[src/rtl/dbg_entry_pkg.sv]
package dbg_entry_pkg;
  typedef enum logic {
    SEL_ENABLE = 1'b0,
    SEL_CAUSE  = 1'b1
  } reg_sel_e;
endpackage

[src/rtl/dbg_cause_regs.sv]
module dbg_cause_regs
  import dbg_entry_pkg::*;
#(
  parameter int unsigned EVT_W = 6,
  localparam int unsigned CW = EVT_W + 2
) (
  input  logic             clk_i,
  input  logic             rst_ni,
  input  logic [EVT_W-1:0] evt_i,
  input  logic             force_i,
  input  logic             boot_entry_i,
  input  logic             we_i,
  input  logic             sel_i,
  input  logic [CW-1:0]    wdata_i,
  output logic [EVT_W-1:0] en_o,
  output logic [CW-1:0]    cause_o,
  output logic             hit_o
);
  logic [EVT_W-1:0] en_q;
  logic [CW-1:0]    cause_q, set_vec, clr_vec;
  logic [EVT_W-1:0] qual;

  assign qual    = evt_i & en_q;
  assign set_vec = {boot_entry_i, force_i, qual};
  assign clr_vec = (we_i && sel_i == SEL_CAUSE) ? wdata_i : '0;

  always_ff @(posedge clk_i or negedge rst_ni) begin
    if (!rst_ni) begin
      en_q    <= '0;
      cause_q <= '0;
    end else begin
      if (we_i && sel_i == SEL_ENABLE) en_q <= wdata_i[EVT_W-1:0];
      // set has priority over W1C clear
      cause_q <= (cause_q & ~clr_vec) | set_vec;
    end
  end

  assign en_o    = en_q;
  assign cause_o = cause_q;
  assign hit_o   = |qual;

  a_r10_sticky: assert property (@(posedge clk_i) disable iff (!rst_ni)
    !(we_i && sel_i == SEL_CAUSE) |=> ((cause_q & $past(cause_q)) == $past(cause_q)));

  a_r3_cause_set: assert property (@(posedge clk_i) disable iff (!rst_ni)
    hit_o |=> ((cause_q[EVT_W-1:0] & $past(qual)) == $past(qual)));

  a_r2_masked: assert property (@(posedge clk_i) disable iff (!rst_ni)
    (en_q == '0) && !(we_i && sel_i == SEL_CAUSE) |=> cause_q[EVT_W-1:0] == $past(cause_q[EVT_W-1:0]));
endmodule

[src/rtl/dbg_mode_fsm.sv]
module dbg_mode_fsm #(
  parameter int unsigned ADDR_W = 32
) (
  input  logic              clk_i,
  input  logic              rst_ni,
  input  logic              hit_i,
  input  logic              force_i,
  input  logic              dbg_on_rst_i,
  input  logic              ret_i,
  input  logic [ADDR_W-1:0] pc_i,
  input  logic              pr_i,
  output logic              dbg_mode_o,
  output logic              boot_entry_o,
  output logic              resume_o,
  output logic [ADDR_W-1:0] resume_pc_o,
  output logic              resume_pr_o,
  output logic              pr_o
);
  logic              dbg_q, boot_q, saved_pr_q;
  logic [ADDR_W-1:0] saved_pc_q;
  logic              boot_req, enter_go;

  // first cycle after reset: debug-on-reset takes effect before any edge
  assign boot_req = boot_q & dbg_on_rst_i;
  assign enter_go = !dbg_q & (hit_i | force_i | boot_req);
  assign resume_o = dbg_q & ret_i;

  always_ff @(posedge clk_i or negedge rst_ni) begin
    if (!rst_ni) begin
      dbg_q      <= 1'b0;
      boot_q     <= 1'b1;
      saved_pc_q <= '0;
      saved_pr_q <= 1'b0;
    end else begin
      boot_q <= 1'b0;
      if (resume_o) begin
        dbg_q <= 1'b0;
      end else if (enter_go) begin
        dbg_q      <= 1'b1;
        saved_pc_q <= pc_i;
        saved_pr_q <= pr_i;
      end
    end
  end

  assign dbg_mode_o   = dbg_q | boot_req;
  assign boot_entry_o = boot_req;
  assign resume_pc_o  = saved_pc_q;
  assign resume_pr_o  = saved_pr_q;
  assign pr_o         = dbg_mode_o ? 1'b0 : pr_i;

  a_r4_force: assert property (@(posedge clk_i) disable iff (!rst_ni)
    !dbg_q && force_i |=> dbg_q);

  a_r6_save_pc: assert property (@(posedge clk_i) disable iff (!rst_ni)
    $rose(dbg_q) |-> resume_pc_o == $past(pc_i));

  a_r9_no_reentry: assert property (@(posedge clk_i) disable iff (!rst_ni)
    dbg_q && !ret_i |=> dbg_q && $stable(resume_pc_o));

  a_r11_return: assert property (@(posedge clk_i) disable iff (!rst_ni)
    dbg_q && ret_i |=> !dbg_q && $stable(resume_pr_o));
endmodule

[src/rtl/dbg_entry_ctrl.sv]
module dbg_entry_ctrl
  import dbg_entry_pkg::*;
#(
  parameter int unsigned EVT_W  = 6,
  parameter int unsigned ADDR_W = 32,
  localparam int unsigned CW = EVT_W + 2
) (
  input  logic              clk_i,
  input  logic              rst_ni,
  input  logic              dbg_on_rst_i,
  input  logic [EVT_W-1:0]  evt_i,
  input  logic              force_i,
  input  logic              ret_i,
  input  logic [ADDR_W-1:0] pc_i,
  input  logic              pr_i,
  input  logic              reg_we_i,
  input  logic              reg_sel_i,
  input  logic [CW-1:0]     reg_wdata_i,
  output logic [CW-1:0]     reg_rdata_o,
  output logic              dbg_mode_o,
  output logic              fetch_port_o,
  output logic              pr_o,
  output logic              cause_or_o,
  output logic              resume_o,
  output logic [ADDR_W-1:0] resume_pc_o,
  output logic              resume_pr_o
);
  logic [EVT_W-1:0] en;
  logic [CW-1:0]    cause;
  logic             hit, boot_entry, dbg_mode;

  dbg_cause_regs #(.EVT_W(EVT_W)) u_regs (
    .clk_i        (clk_i),
    .rst_ni       (rst_ni),
    .evt_i        (evt_i),
    .force_i      (force_i),
    .boot_entry_i (boot_entry),
    .we_i         (reg_we_i),
    .sel_i        (reg_sel_i),
    .wdata_i      (reg_wdata_i),
    .en_o         (en),
    .cause_o      (cause),
    .hit_o        (hit)
  );

  dbg_mode_fsm #(.ADDR_W(ADDR_W)) u_fsm (
    .clk_i        (clk_i),
    .rst_ni       (rst_ni),
    .hit_i        (hit),
    .force_i      (force_i),
    .dbg_on_rst_i (dbg_on_rst_i),
    .ret_i        (ret_i),
    .pc_i         (pc_i),
    .pr_i         (pr_i),
    .dbg_mode_o   (dbg_mode),
    .boot_entry_o (boot_entry),
    .resume_o     (resume_o),
    .resume_pc_o  (resume_pc_o),
    .resume_pr_o  (resume_pr_o),
    .pr_o         (pr_o)
  );

  assign dbg_mode_o   = dbg_mode;
  // only instruction fetch is redirected; data accesses are untouched
  assign fetch_port_o = dbg_mode;
  assign cause_or_o   = |cause;
  assign reg_rdata_o  = (reg_sel_i == SEL_CAUSE) ? cause : {2'b00, en};

  a_r8_cause_or: assert property (@(posedge clk_i) disable iff (!rst_ni)
    (|{boot_entry, force_i, hit}) |=> cause_or_o);
endmodule

[config.mk]
export PLATFORM = sky130hd
export DESIGN_NAME = dbg_entry_ctrl
export DESIGN_NICKNAME = d
export VERILOG_FILES = /design/src/rtl/dbg_entry_pkg.sv /design/src/rtl/dbg_cause_regs.sv /design/src/rtl/dbg_mode_fsm.sv /design/src/rtl/dbg_entry_ctrl.sv
export SDC_FILE = /design/constraint.sdc
export NUM_CORES = 1
export LEC_CHECK = 0
export BUFFER_PORTS_ARGS = -buffer_cell sky130_fd_sc_hd__buf_4
export CAP_MARGIN = 40
export CORE_ASPECT_RATIO = 2
export CORE_MARGIN = 3
export CORE_UTILIZATION = 50
export CTS_CLUSTER_DIAMETER = 80
export DETAILED_ROUTE_END_ITERATION = 7
export HOLD_SLACK_MARGIN = 0.02
export PLACE_DENSITY = 0.85
export SKIP_LAST_GASP = 1
export SLEW_MARGIN = 10
export SYNTH_ARGS = -nofsm -noshare
export SYNTH_HDL_FRONTEND = slang
export SYNTH_HIERARCHICAL = 1
export SYNTH_SLANG_ARGS = --single-unit
[constraint.sdc]
create_clock -name clk_i -period 3.66 [get_ports clk_i]
set_input_delay 0.366 -clock clk_i [delete_from_list [all_inputs] [get_ports clk_i]]
set_output_delay 0.366 -clock clk_i [all_outputs]
set_load 0.05 [all_outputs]
# Word-level counts from Yosys, hierarchy flattened
# Cells that the tools add are included.
# totals
register_bits	49
# op_classes
muxes	5
bitwise_logic	12
n_reduce_logical	7
# ops
op	n
2-to-1 mux 8 bit	2
AND 8 bit	1
NOT 8 bit	1
OR 8 bit	1
OR reduction 8 bit	1
AND 6 bit	1
OR reduction 6 bit	1
AND 1 bit	3
2-to-1 mux 1 bit	3
OR 1 bit	3
logical AND 1 bit	2
NOT 1 bit	2
AND reduction 2 bit	1
nonzero test 2 bit	1
logical NOT 1 bit	1

# Longest topological paths before layout
# Gate-level depths: netlist of the first run.
# logic_depth
word_depth	7
ltp_mapped	6
ltp_nobuf	5

# Cells and area by module
# Netlist of the first run, hierarchy kept.
# modules_own_cells
module	n_inst	cells_each	area_each_um2	seq_area_each_um2
dbg_mode_fsm	1	81	1457.6	877.1
dbg_cause_regs	1	44	619.3	350.3
dbg_entry_ctrl	1	13	140.1	0.0

# Worst setup path after synthesis of the first run
# OpenSTA, ideal clock, no wires.
# synth_timing
kind	reg-to-output
startpoint	register u_fsm.boot_q
endpoint	output port pr_o
t_arrival_ns	1.609
setup_slack_ns	1.685
stages_incl_launch_ff	4
path_buffers	0
path_cell_list	dfstp_2 and2_1 or2_2 nor2_1
# synth_via
elab_chain_len	3
# synth_rtl
element	line_no	text
from (decl)	dbg_mode_fsm.sv:19	logic dbg_q, boot_q, saved_pr_q;
from (signal assigned)	dbg_mode_fsm.sv:31	boot_q <= 1'b1;
from (signal assigned)	dbg_mode_fsm.sv:35	boot_q <= 1'b0;
AND 1 bit	dbg_mode_fsm.sv:24	assign boot_req = boot_q & dbg_on_rst_i;
named net boot_entry	dbg_entry_ctrl.sv:30	logic hit, boot_entry, dbg_mode;
OR 1 bit	dbg_mode_fsm.sv:46	assign dbg_mode_o = dbg_q | boot_req;
named net dbg_mode_o	dbg_entry_ctrl.sv:20	output logic dbg_mode_o,
2-to-1 mux 1 bit	dbg_mode_fsm.sv:50	assign pr_o = dbg_mode_o ? 1'b0 : pr_i;
to (decl)	dbg_entry_ctrl.sv:22	output logic pr_o,
# The timed path passes the listed nets, and every way through them passes these cells.

# Final worst setup path of the first run
# layout_timing
startpoint	register u_regs.en_q[5], in the netlist u_regs/en_o[5]
endpoint	register u_fsm.saved_pc_q[22], in the netlist u_fsm/resume_pc_o[22]
# layout_via
elab_chain_len	6
# layout_rtl
element	line_no	text
from (decl)	dbg_cause_regs.sv:19	logic [EVT_W-1:0] en_q;
from (signal assigned)	dbg_cause_regs.sv:32	if (we_i && sel_i == SEL_ENABLE) en_q <= wdata_i[EVT_W-1:0];
AND 6 bit	dbg_cause_regs.sv:23	assign qual = evt_i & en_q;
OR reduction 6 bit	dbg_cause_regs.sv:40	assign hit_o = |qual;
named net hit	dbg_entry_ctrl.sv:30	
OR 1 bit (2 in a row)	dbg_mode_fsm.sv:25	assign enter_go = !dbg_q & (hit_i | force_i | boot_req);
AND 1 bit	dbg_mode_fsm.sv:25	
AND reduction 2 bit (no source line)	--	
to (signal assigned)	dbg_mode_fsm.sv:40	saved_pc_q <= pc_i;
to (decl)	dbg_mode_fsm.sv:20	logic [ADDR_W-1:0] saved_pc_q;
# The timed path passes the listed nets, and every way through them passes these cells.
# A chain may end at the register's enable or synchronous reset.

==> results of run 1 <==
-- cell type report --
| type | count | area, µm² |
|---|---|---|
| clock buffer | 6 | 82.6 |
| clock inverter | 2 | 37.5 |
| fill | 278 | 1080 |
| inverter | 2 | 7.51 |
| multi-input combinational | 79 | 900 |
| sequential | 49 | 1230 |
| tap | 52 | 65.1 |
| timing repair buffer | 100 | 771 |
-- per-layer routing --
metal	track usage, %	up-vias	part of all wire (%)
met5	0	-	0
met4	11.0	0	3.3
met3	3.57	13	7.7
met2	38.4	80	55
met1	22.4	702	34
li1	-	689	-
-- cell usage after synthesis, types with 2 or more instances --
| library cell | number | share of area (%) |
|---|---|---|
| dfrtp_1 | 48 | 54 |
| mux2_4 | 42 | 28 |
| nand3_1 | 9 | 2.0 |
| a22o_1 | 6 | 2.4 |
| buf_6 | 6 | 3.0 |
| a22oi_1 | 3 | 1.0 |
| mux2_2 | 3 | 1.5 |
| a21o_1 | 2 | 0.68 |
| and2_1 | 2 | 0.56 |
| and2_2 | 2 | 0.68 |
| buf_4 | 2 | 0.68 |
| inv_1 | 2 | 0.34 |
| nor4_1 | 2 | 0.56 |
-- report_power, final --
group | total [mW] | switching [mW] | leakage (nW) | internal (mW)
Clock | 0.396 | 0.174 | 0.0574 | 0.222
Combinational | 0.893 | 0.538 | 0.934 | 0.355
Sequential | 0.732 | 0.0769 | 0.560 | 0.655
-- registers in the layout (all words and copies together) (netlist names) --
| register | flops |
|---|---|
| u_fsm/dbg_q | 1 |
| u_fsm/boot_q | 1 |
| u_fsm/resume_pr_o | 1 |
| u_regs/cause_o | 8 |
| u_regs/en_o | 6 |
| u_fsm/resume_pc_o | 32 |
-- cells by family (layout without fill, tap and decap cells) --
logic type | count (synthesis) | in the layout
AOI/OAI and AO/OA | 13 | 13
buffers and inverters | 10 | 110
DFF | 49 | 49
muxes | 45 | 45
other | 1 | 1
and+or+nand+nor | 20 | 20
-- worst paths after layout --
check / start / end / slack (ns) / depth (start not counted)
setup / recovery: u_regs/en_o[5]$_DFFE_PN0P_ / u_fsm/resume_pc_o[22]$_DFFE_PN0P_ / 1.71 / 6
hold / removal: rst_ni / u_fsm/resume_pc_o[10]$_DFFE_PN0P_ / 0.07 / 1
setup reg to reg: u_regs/en_o[5]$_DFFE_PN0P_ / u_fsm/resume_pc_o[22]$_DFFE_PN0P_ / 1.71 / 6
hold reg to reg: u_fsm/resume_pc_o[21]$_DFFE_PN0P_ / u_fsm/resume_pc_o[21]$_DFFE_PN0P_ / 0.51 / 1
max in group asynchronous: rst_ni / u_regs/en_o[5]$_DFFE_PN0P_ / 3.17 / 1
min in group clk_i: force_i / u_regs/cause_o[6]$_DFF_PN0_ / 0.26 / 2
-- critical path: cells and delay by family (launching register included) --
family	cells	cell delay (ns)
mux	1	0.34
simple gates	2	0.62
buf+inv	1	0.26
flops	1	0.41
compound gates	2	0.19
-- through the flow --
| stage | util (%) | worst slack (ns) | cell area [µm²] | power (mW) |
|---|---|---|---|---|
| after CTS | 74.1 | 1.71 | 3090 | 2.04 |
| after floorplan | - | 1.68 | 2220 | 1.36 |
| after global routing | 74.1 | 1.60 | 3090 | 2.10 |
| after detailed placement | 71.2 | 1.68 | 2970 | 1.64 |
| final | 74.1 | 1.71 | 3090 | 2.02 |
| after global placement | 70.6 | 1.44 | 2940 | 1.62 |
==> flow_metrics.tcl, run 1 <==
set metrics [dict create \
    status "finished clean" \
    drc 0 \
    layout_common_cells "buf_4, dfrtp_1, mux2_4" \
    synth_mux_area_share_pct 30.0 \
    netlist_area_um2 2220 \
    power.density_nw_per_um2 654 \
    finalNonFillerCells 290 \
    finalCriticalPeriod_ns 1.95 \
    grt_pass1_vias 1668 \
    die_width_um 53.1 \
    clk_path_buf_depth 2 \
    tns_ns 0 \
    ys_ff_latch 49 \
    core_area_um2 4170 \
    fin_nets 291 \
    rsz0062_at_grt "no" \
    viasPerCell 5.12 \
    totalWireLength_um 5250 \
    cp_max_fo 19 \
    setup_viol_count_final 0 \
    crit_chain "a22oi_1 > nand3_1 > a211oi_2 > nor2_4 > buf_16 > mux2_2" \
    ctsRootBufferMaster "clkbuf_8" \
    start_util_pct 53.2 \
    cpPeakStageDelay_ns 0.51 \
    synth-compound-area-share_pct 4.85 \
    ant_nets 0 \
    drv_cap 0 \
    clock-sinks 49 \
    routabilityCongestion 0.809 \
    max_slew_margin_pct 56.8 \
    tightest_slew_ns 0.646 \
    leakage_nw 1.55 \
    overflow 0 \
    cpMaxStageDelayCell "nor2_4" \
    clk_transition_reported_paths_ns 0.09 \
    placed_cells 282 \
    syn_nets 192 \
    yosys_warnings 6 \
    critPathCaptureType "flip-flop" \
    route.vias.total 1484 \
    hold_ws_ns 0.0708 \
    die-height_um 100 \
    post_route_cells_drive_above_1_share_pct 67.2 \
    cp_data_arrival_time_ns 2.13 \
    grt_pass1_wl_um 8140 \
    track_usage_pct 21.3 \
    required_ns 3.85 \
    synth_edf_count 0 \
    die_area_um2 5320 \
    hold_viol 0 \
    diodes 0 \
    synthAdderAreaFrac_pct 0 \
    clock-skew-final_ns 0.00210 \
    final_common_cell "buf_4" \
    htreeDepth 2 \
    synth-xor-area-share_pct 0 \
    netlist_instances 138 \
    hold_class "input port to async pin" \
    ys_seq_area_share_pct 55.4 \
    peakVddDrop_mv 0.419 \
    area_growth_pct 39.4 \
    slew_viol_final 0 \
    start_kind "flip-flop" \
    worstSkewPairLatency_ns 0.29 \
    synth_top_family_by_area "multiplexers" \
    timing.fmax_mhz 514 \
    finalCritPeriodShare_pct 53.2 \
    antenna_found_initial 0 \
    cts_buffers 5 \
    rows 33 \
    cts_tree "built" \
    cts_setup_buffers 0 \
    grt_start_max_net_pins 50 \
    ctsResizeCount 0 \
    synth-main-ff-cell "dfrtp_1" \
    cts_hold_buf 0 \
    dp_hpwl_um 4040 \
    numPortBuffers 99 \
    synth.distinct_cells 22 \
    drt_iter0_drc 17 \
    synth_area_per_cell_um2 16.1 \
    critPathKind "flip-flop to flip-flop" \
    synthSimpleGateAreaFrac_pct 5.59 \
    async_flop_share_pct 100 \
    drt_first_pass_iters 2 \
    io_pins 100 \
    wl_per_cell_um 18.1 \
]
Power figures use the tool's default switching activity.
==> run 2, diff against run 1 <==
Settings changed: ABC_AREA set to 1, CORE_UTILIZATION 50 to 46, PLACE_DENSITY 0.85 to 0.8.
Clock period 3.66 ns to 2 ns, I/O delays scaled along.
==> run 2 against run 1 <==
Net effect: sequential share of layout area up 0.37 points; clock-buffer cell count shrank 1; global-route usage down 1.5 points; cell count grew 41%; via count grew 31%.
==> flow_metrics.tcl, run 2 <==
set metrics [dict create \
    die-height_um 104 \
    cpMaxStageDelayCell "dfrtp_1" \
    cpPeakStageDelay_ns 0.41 \
    antenna_found_initial 0 \
    reg2reg_from "u_regs/en_o[2]$_DFFE_PN0P_" \
    ys_seq_area_share_pct 55.9 \
    p_sw_mw 2.59 \
    swShare_pct 49.3 \
    post_route_cells_drive_above_1_share_pct 36.7 \
    ys_top_cells_by_count "nand2_1, dfrtp_1, nand3_1, inv_1, nor2_1" \
    fin_nets 407 \
    routabilityCongestion 0.781 \
    start_kind "flip-flop" \
    seqCellArea_um2 1230 \
    wl_per_cell_um 12.5 \
    hold_path_depth 2 \
    cts_hold_buf 1 \
    place_ws_ns 0.309 \
    p_seq_share_pct 30.4 \
    max_slew_margin_pct 59.3 \
    rsz0062_at_grt "no" \
    reg2reg_to "u_fsm/dbg_q$_DFFE_PN0P_" \
    grt_pass1_vias 1858 \
    ctsResizeCount 0 \
    worstHoldEndpoint "u_fsm/dbg_q$_DFFE_PN0P_" \
    die_width_um 54.8 \
    numPortBuffers 99 \
    crit_chain "nand2_1 > nand2_1 > nor2_1 > nand2_1 > nor2_2 > nand2_4 > nand2_4 > o21ai_0" \
    synth_top_area_cell "dfrtp_1" \
    track_usage_pct 19.7 \
    pwr-share-comb_pct 54.1 \
    netlist_instances 257 \
    hold_class "input port to flip-flop" \
    drv_cap 0 \
    area_growth_pct 39.5 \
    final_common_cell "buf_4" \
    power.density_nw_per_um2 1720 \
    setup_viol_count_final 0 \
    worstSkewPairLatency_ns 0.30 \
    cts_tree "built" \
    grt_pass1_wl_um 8290 \
    cellInternalPower_mw 2.67 \
    layout_common_cells "buf_4, nand2_1, dfrtp_1" \
    cts_setup_buffers 0 \
    hold_viol 0 \
    critPathCaptureType "flip-flop" \
    finalCritPeriodShare_pct 84.1 \
    synth_area_leaders "dfrtp_1, nand2_1, nand3_1" \
    overflow 0 \
    drt_iter0_drc 34 \
    largest_reg_flops 32 \
    critPathMostFrequentCell "nand2_1" \
    required_ns 2.17 \
    post-synth-top-count-cell "nand2_1" \
    grt_start_max_net_pins 50 \
    yosys_warnings 6 \
    netlist_area_um2 2190 \
    synth_edf_count 0 \
    rows 35 \
    clock-sinks 49 \
    slew_viol_final 0 \
    finalCriticalPeriod_ns 1.68 \
    critPathKind "flip-flop to flip-flop" \
    status "finished clean" \
    synth-main-ff-cell "dfrtp_1" \
    drt_first_pass_iters 4 \
    clk_transition_reported_paths_ns 0.09 \
    multi_input_area_um2 781 \
    route.vias.total 1940 \
    cts_buffers 5 \
    ctsRootBufferMaster "clkbuf_8" \
    hp-start "ret_i" \
    r2r_slack_ns 0.32 \
    hold_ws_ns 0.0990 \
    clk_path_buf_depth 2 \
    clock-skew-final_ns 0.00686 \
    ant_nets 0 \
    leakage_nw 1.74 \
    diodes 0 \
    core_area_um2 4600 \
    reg2reg_depth 8 \
    io_pins 100 \
    cp_max_fo 34 \
    dp_hpwl_um 3860 \
    synth_top_area_share_pct 54.7 \
    p_clk_share_pct 15.5 \
    tns_ns 0 \
    die_area_um2 5690 \
    synth.distinct_cells 18 \
    totalWireLength_um 5100 \
    cp_data_arrival_time_ns 1.85 \
    async_flop_share_pct 100 \
    timing.fmax_mhz 594 \
    htreeDepth 2 \
    viasPerCell 4.74 \
    synth_area_per_cell_um2 8.54 \
    syn_nets 311 \
    tightest_slew_ns 0.611 \
    ys_ff_latch 49 \
    fillers 435 \
    drc 0 \
    fin_ws_ns 0.317 \
    peakVddDrop_mv 1.23 \
    start_util_pct 47.7 \
]
## run 2: changes by cell type in the layout (fill, tap and decap cells not counted), sizes merged, moves of 3 or more
cell / previous run / this run
mux2: 45 / 0
inv: 2 / 24
a22oi: 3 / 0
nor2: 2 / 11
o21ai: 0 / 13
nand2: 1 / 106
a21oi: 1 / 6
a22o: 6 / 0
nand3: 9 / 35
and2: 4 / 0
## run 2: area by class of cell
class | count | share of cell area (%)
Clock inverter | 3 | 2.13
Multi-Input combinational cell | 172 | 25.5
Timing Repair Buffer | 101 | 24.8
Inverter | 24 | 2.94
Sequential cell | 49 | 40.1
Tap cell | 55 | 2.25
Clock buffer | 5 | 2.25
## run 2: worst max path at each step
stage | startpoint | end | cells past startpoint
after CTS | u_regs/en_o[2]$_DFFE_PN0P_ | u_fsm/dbg_q$_DFFE_PN0P_ | 8
after floorplan | u_fsm/dbg_q$_DFFE_PN0P_ | pr_o | 3
after global routing | u_regs/en_o[3]$_DFFE_PN0P_ | u_fsm/dbg_q$_DFFE_PN0P_ | 8
final | u_regs/en_o[2]$_DFFE_PN0P_ | u_fsm/dbg_q$_DFFE_PN0P_ | 8
after detailed placement | u_regs/en_o[2]$_DFFE_PN0P_ | u_fsm/dbg_q$_DFFE_PN0P_ | 8
after global placement | u_regs/en_o[2]$_DFFE_PN0P_ | u_fsm/dbg_q$_DFFE_PN0P_ | 8
## run 2: logic make-up (layout without fill, tap and decap cells)
logic type	count (synthesis)	count (layout)	share of synthesized area [%]
and+or+nand+nor	152	152	29.7
DFF	49	49	55.9
buffers and inverters	36	133	8.49
AOI/OAI and AO/OA	19	19	5.70
other	1	1	0.171
## run 2: through the flow
step | std cells | instance area, µm² | total power, mW | util (%)
floorplan | 257 | 2190 | 3.65 | -
global placement | 400 | 2920 | 4.45 | 63.5
detailed placement | 400 | 2920 | 4.48 | 63.5
CTS | 409 | 3060 | 5.32 | 66.6
global route | 409 | 3060 | 5.55 | 66.6
finish | 409 | 3060 | 5.26 | 66.6
## run 2: layer usage
metal  vias up  share of wire, %  global-route usage (%)
met3        12               6.6                    3.74
met2        63                55                    33.4
met1       873                35                    21.5
li1        992                 -                       -
met4         0               3.3                    10.7
met5         -                 0                       0
## run 2: power groups by stage
stage	Combinational [mW]	Clock, mW	Sequential (mW)
5_1_grt	3.03	0.869	1.65
4_1_cts	2.87	0.843	1.60
2_1_floorplan	0.918	0	2.73
3_5_place_dp	2.87	0	1.61
6_report	2.85	0.816	1.60
3_3_place_gp	2.84	0	1.61
## run 2: critical path, delay by kind of cell (launching register included)
family,cells,cell delay [ns]
AOI/OAI and AO/OA,1,0.14
DFF,1,0.41
and+or+nand+nor,7,1.00
==> run 3, diff against run 2 <==
Settings changed: CORE_UTILIZATION 46 to 42, PLACE_DENSITY 0.8 to 0.77.
Clock period 2 ns to 1.5 ns, I/O delays scaled along.
==> run 3 against run 2 <==
Net effect: register-to-register slack lost 0.22 ns; hold slack worse by 0.046 ns; critical path depth down 4; die area grew 8.7%.
==> flow_metrics.tcl, run 3 (synthesis results as in run 2) <==
set metrics [dict create \
    peakVddDrop_mv 2.60 \
    critPathKind "flip-flop to output pin" \
    diodes 0 \
    start_kind "flip-flop" \
    totalWireLength_um 5450 \
    clk_transition_reported_paths_ns 0.09 \
    final_util_pct 64.3 \
    grt_pass1_vias 1984 \
    track_usage_pct 18.5 \
    reg2reg_from "u_regs/en_o[0]$_DFFE_PN0P_" \
    rows 36 \
    cts_buffers 5 \
    post_route_cells_drive_above_1_share_pct 39.1 \
    die_area_um2 6180 \
    worstSkewPairLatency_ns 0.29 \
    finalCriticalPeriod_ns 1.42 \
    clock-skew-final_ns 0.00225 \
    r2r_slack_ns 0.10 \
    clk_path_buf_depth 2 \
    grt_pass1_wl_um 9000 \
    htreeDepth 2 \
    drv_cap 0 \
    status "finished clean" \
    routabilityCongestion 0.809 \
    rsz0062_at_grt "yes" \
    io_pins 100 \
    route.vias.total 1970 \
    tightest_slew_ns 0.604 \
    power_mw 7.22 \
    viasPerCell 4.69 \
    area_growth_pct 45.2 \
    antenna_found_initial 0 \
    power.density_nw_per_um2 2270 \
    setup_viol_count_final 0 \
    clock-sinks 49 \
    cp_data_arrival_time_ns 1.27 \
    hold_viol 0 \
    drt_iter0_drc 67 \
    fin_nets 416 \
    drt_first_pass_iters 4 \
    critPathCaptureType "output pin" \
    largest_reg_flops 32 \
    drc 0 \
    ant_nets 0 \
    reg2reg_depth 10 \
    cp_max_fo 3 \
    required_ns 1.35 \
    cts_tree "built" \
    core_area_um2 4950 \
    grt_start_max_net_pins 50 \
    finalCritPeriodShare_pct 94.8 \
    wl_per_cell_um 13.0 \
    die-height_um 108 \
    start_util_pct 44.3 \
    reg2reg_to "u_fsm/resume_pc_o[27]$_DFFE_PN0P_" \
    timing.fmax_mhz 703 \
    die_width_um 57.1 \
    ctsRootBufferMaster "clkbuf_8" \
    leakage_nw 1.80 \
    slew_viol_final 0 \
    dp_hpwl_um 4180 \
    critPathCapture "pr_o" \
    overflow 0 \
    layout_common_cells "buf_4, nand2_1, dfrtp_1" \
    final_common_cell "buf_4" \
    numPortBuffers 99 \
    hold_class "input port to flip-flop" \
    cp-startpoint "u_fsm/boot_q$_DFF_PN1_" \
    max_slew_margin_pct 59.7 \
]
[run 3: cell types whose count changed in the layout (fill, tap and decap cells not counted), sizes merged]
cell  previous run  this run
buf            100       109
[run 3: worst max-delay path, stage by stage, from the launching register on]
cell and delay (ns):
dfstp_2 0.54, nand2_2 0.09, nand2_2 0.13, nor2_4 0.04, buf_4 0.18
[run 3: final cells by class]
type                       count  area (µm²)
fill                         464        1770
sequential                    49        1230
timing repair buffer         110         870
multi-input combinational    172         793
inverter                      24        90.1
tap                           57        71.3
clock buffer                   5        68.8
clock inverter                 3        65.1
[run 3: report_power, final]
part,leakage (nW),internal (mW),switching [mW]
Combinational,1.14,1.20,2.80
Clock,0.0681,0.662,0.424
Sequential,0.586,1.83,0.300
Total,1.80,3.70,3.52
[run 3: repair_timing]
action | 4_1_cts | 5_1_grt
setup buffers | 1 | 2
setup endpoints to repair | 24 | 36
cloned | 0 | 0
hold endpoints to repair | 48 | 0
hold buffers | 1 | 0
gates resized for setup | 0 | 3
pin swaps | 1 | 1
[run 3: how the worst min path moves through the flow]
stage,start,endpoint,slack [ns],depth (start not counted)
finish,ret_i,u_fsm/dbg_q$_DFFE_PN0P_,0.05,2
global route,ret_i,u_fsm/dbg_q$_DFFE_PN0P_,0.06,2
CTS,force_i,u_regs/cause_o[6]$_DFF_PN0_,0.05,3
detailed placement,rst_ni,u_fsm/resume_pc_o[22]$_DFFE_PN0P_,0.20,1
global placement,rst_ni,u_fsm/resume_pc_o[22]$_DFFE_PN0P_,0.20,1
floorplan,rst_ni,u_fsm/dbg_q$_DFFE_PN0P_,-0.15,0
[run 3: through the flow]
step	setup WS [ns]	instance area (µm²)	hold slack, ns	cells	setup TNS, ns
after global routing	-0.0398	3190	0.0613	420	-0.801
after CTS	0.00505	3160	0.0481	418	0
after global placement	0.0386	3000	0.200	408	0
final	0.0773	3190	0.0528	420	0
after floorplan	0.0551	2200	-0.146	257	0
after detailed placement	-0.00445	3000	0.200	408	-0.00445
[run 3: per-layer routing]
| layer | GRT usage (%) | part of all wire [%] | vias up |
|---|---|---|---|
| li1 | - | - | 1002 |
| met1 | 20.6 | 35 | 894 |
| met2 | 33.9 | 58 | 65 |
| met3 | 3.94 | 5.7 | 9 |
| met4 | 6.47 | 1.9 | 0 |
| met5 | 0 | 0 | - |
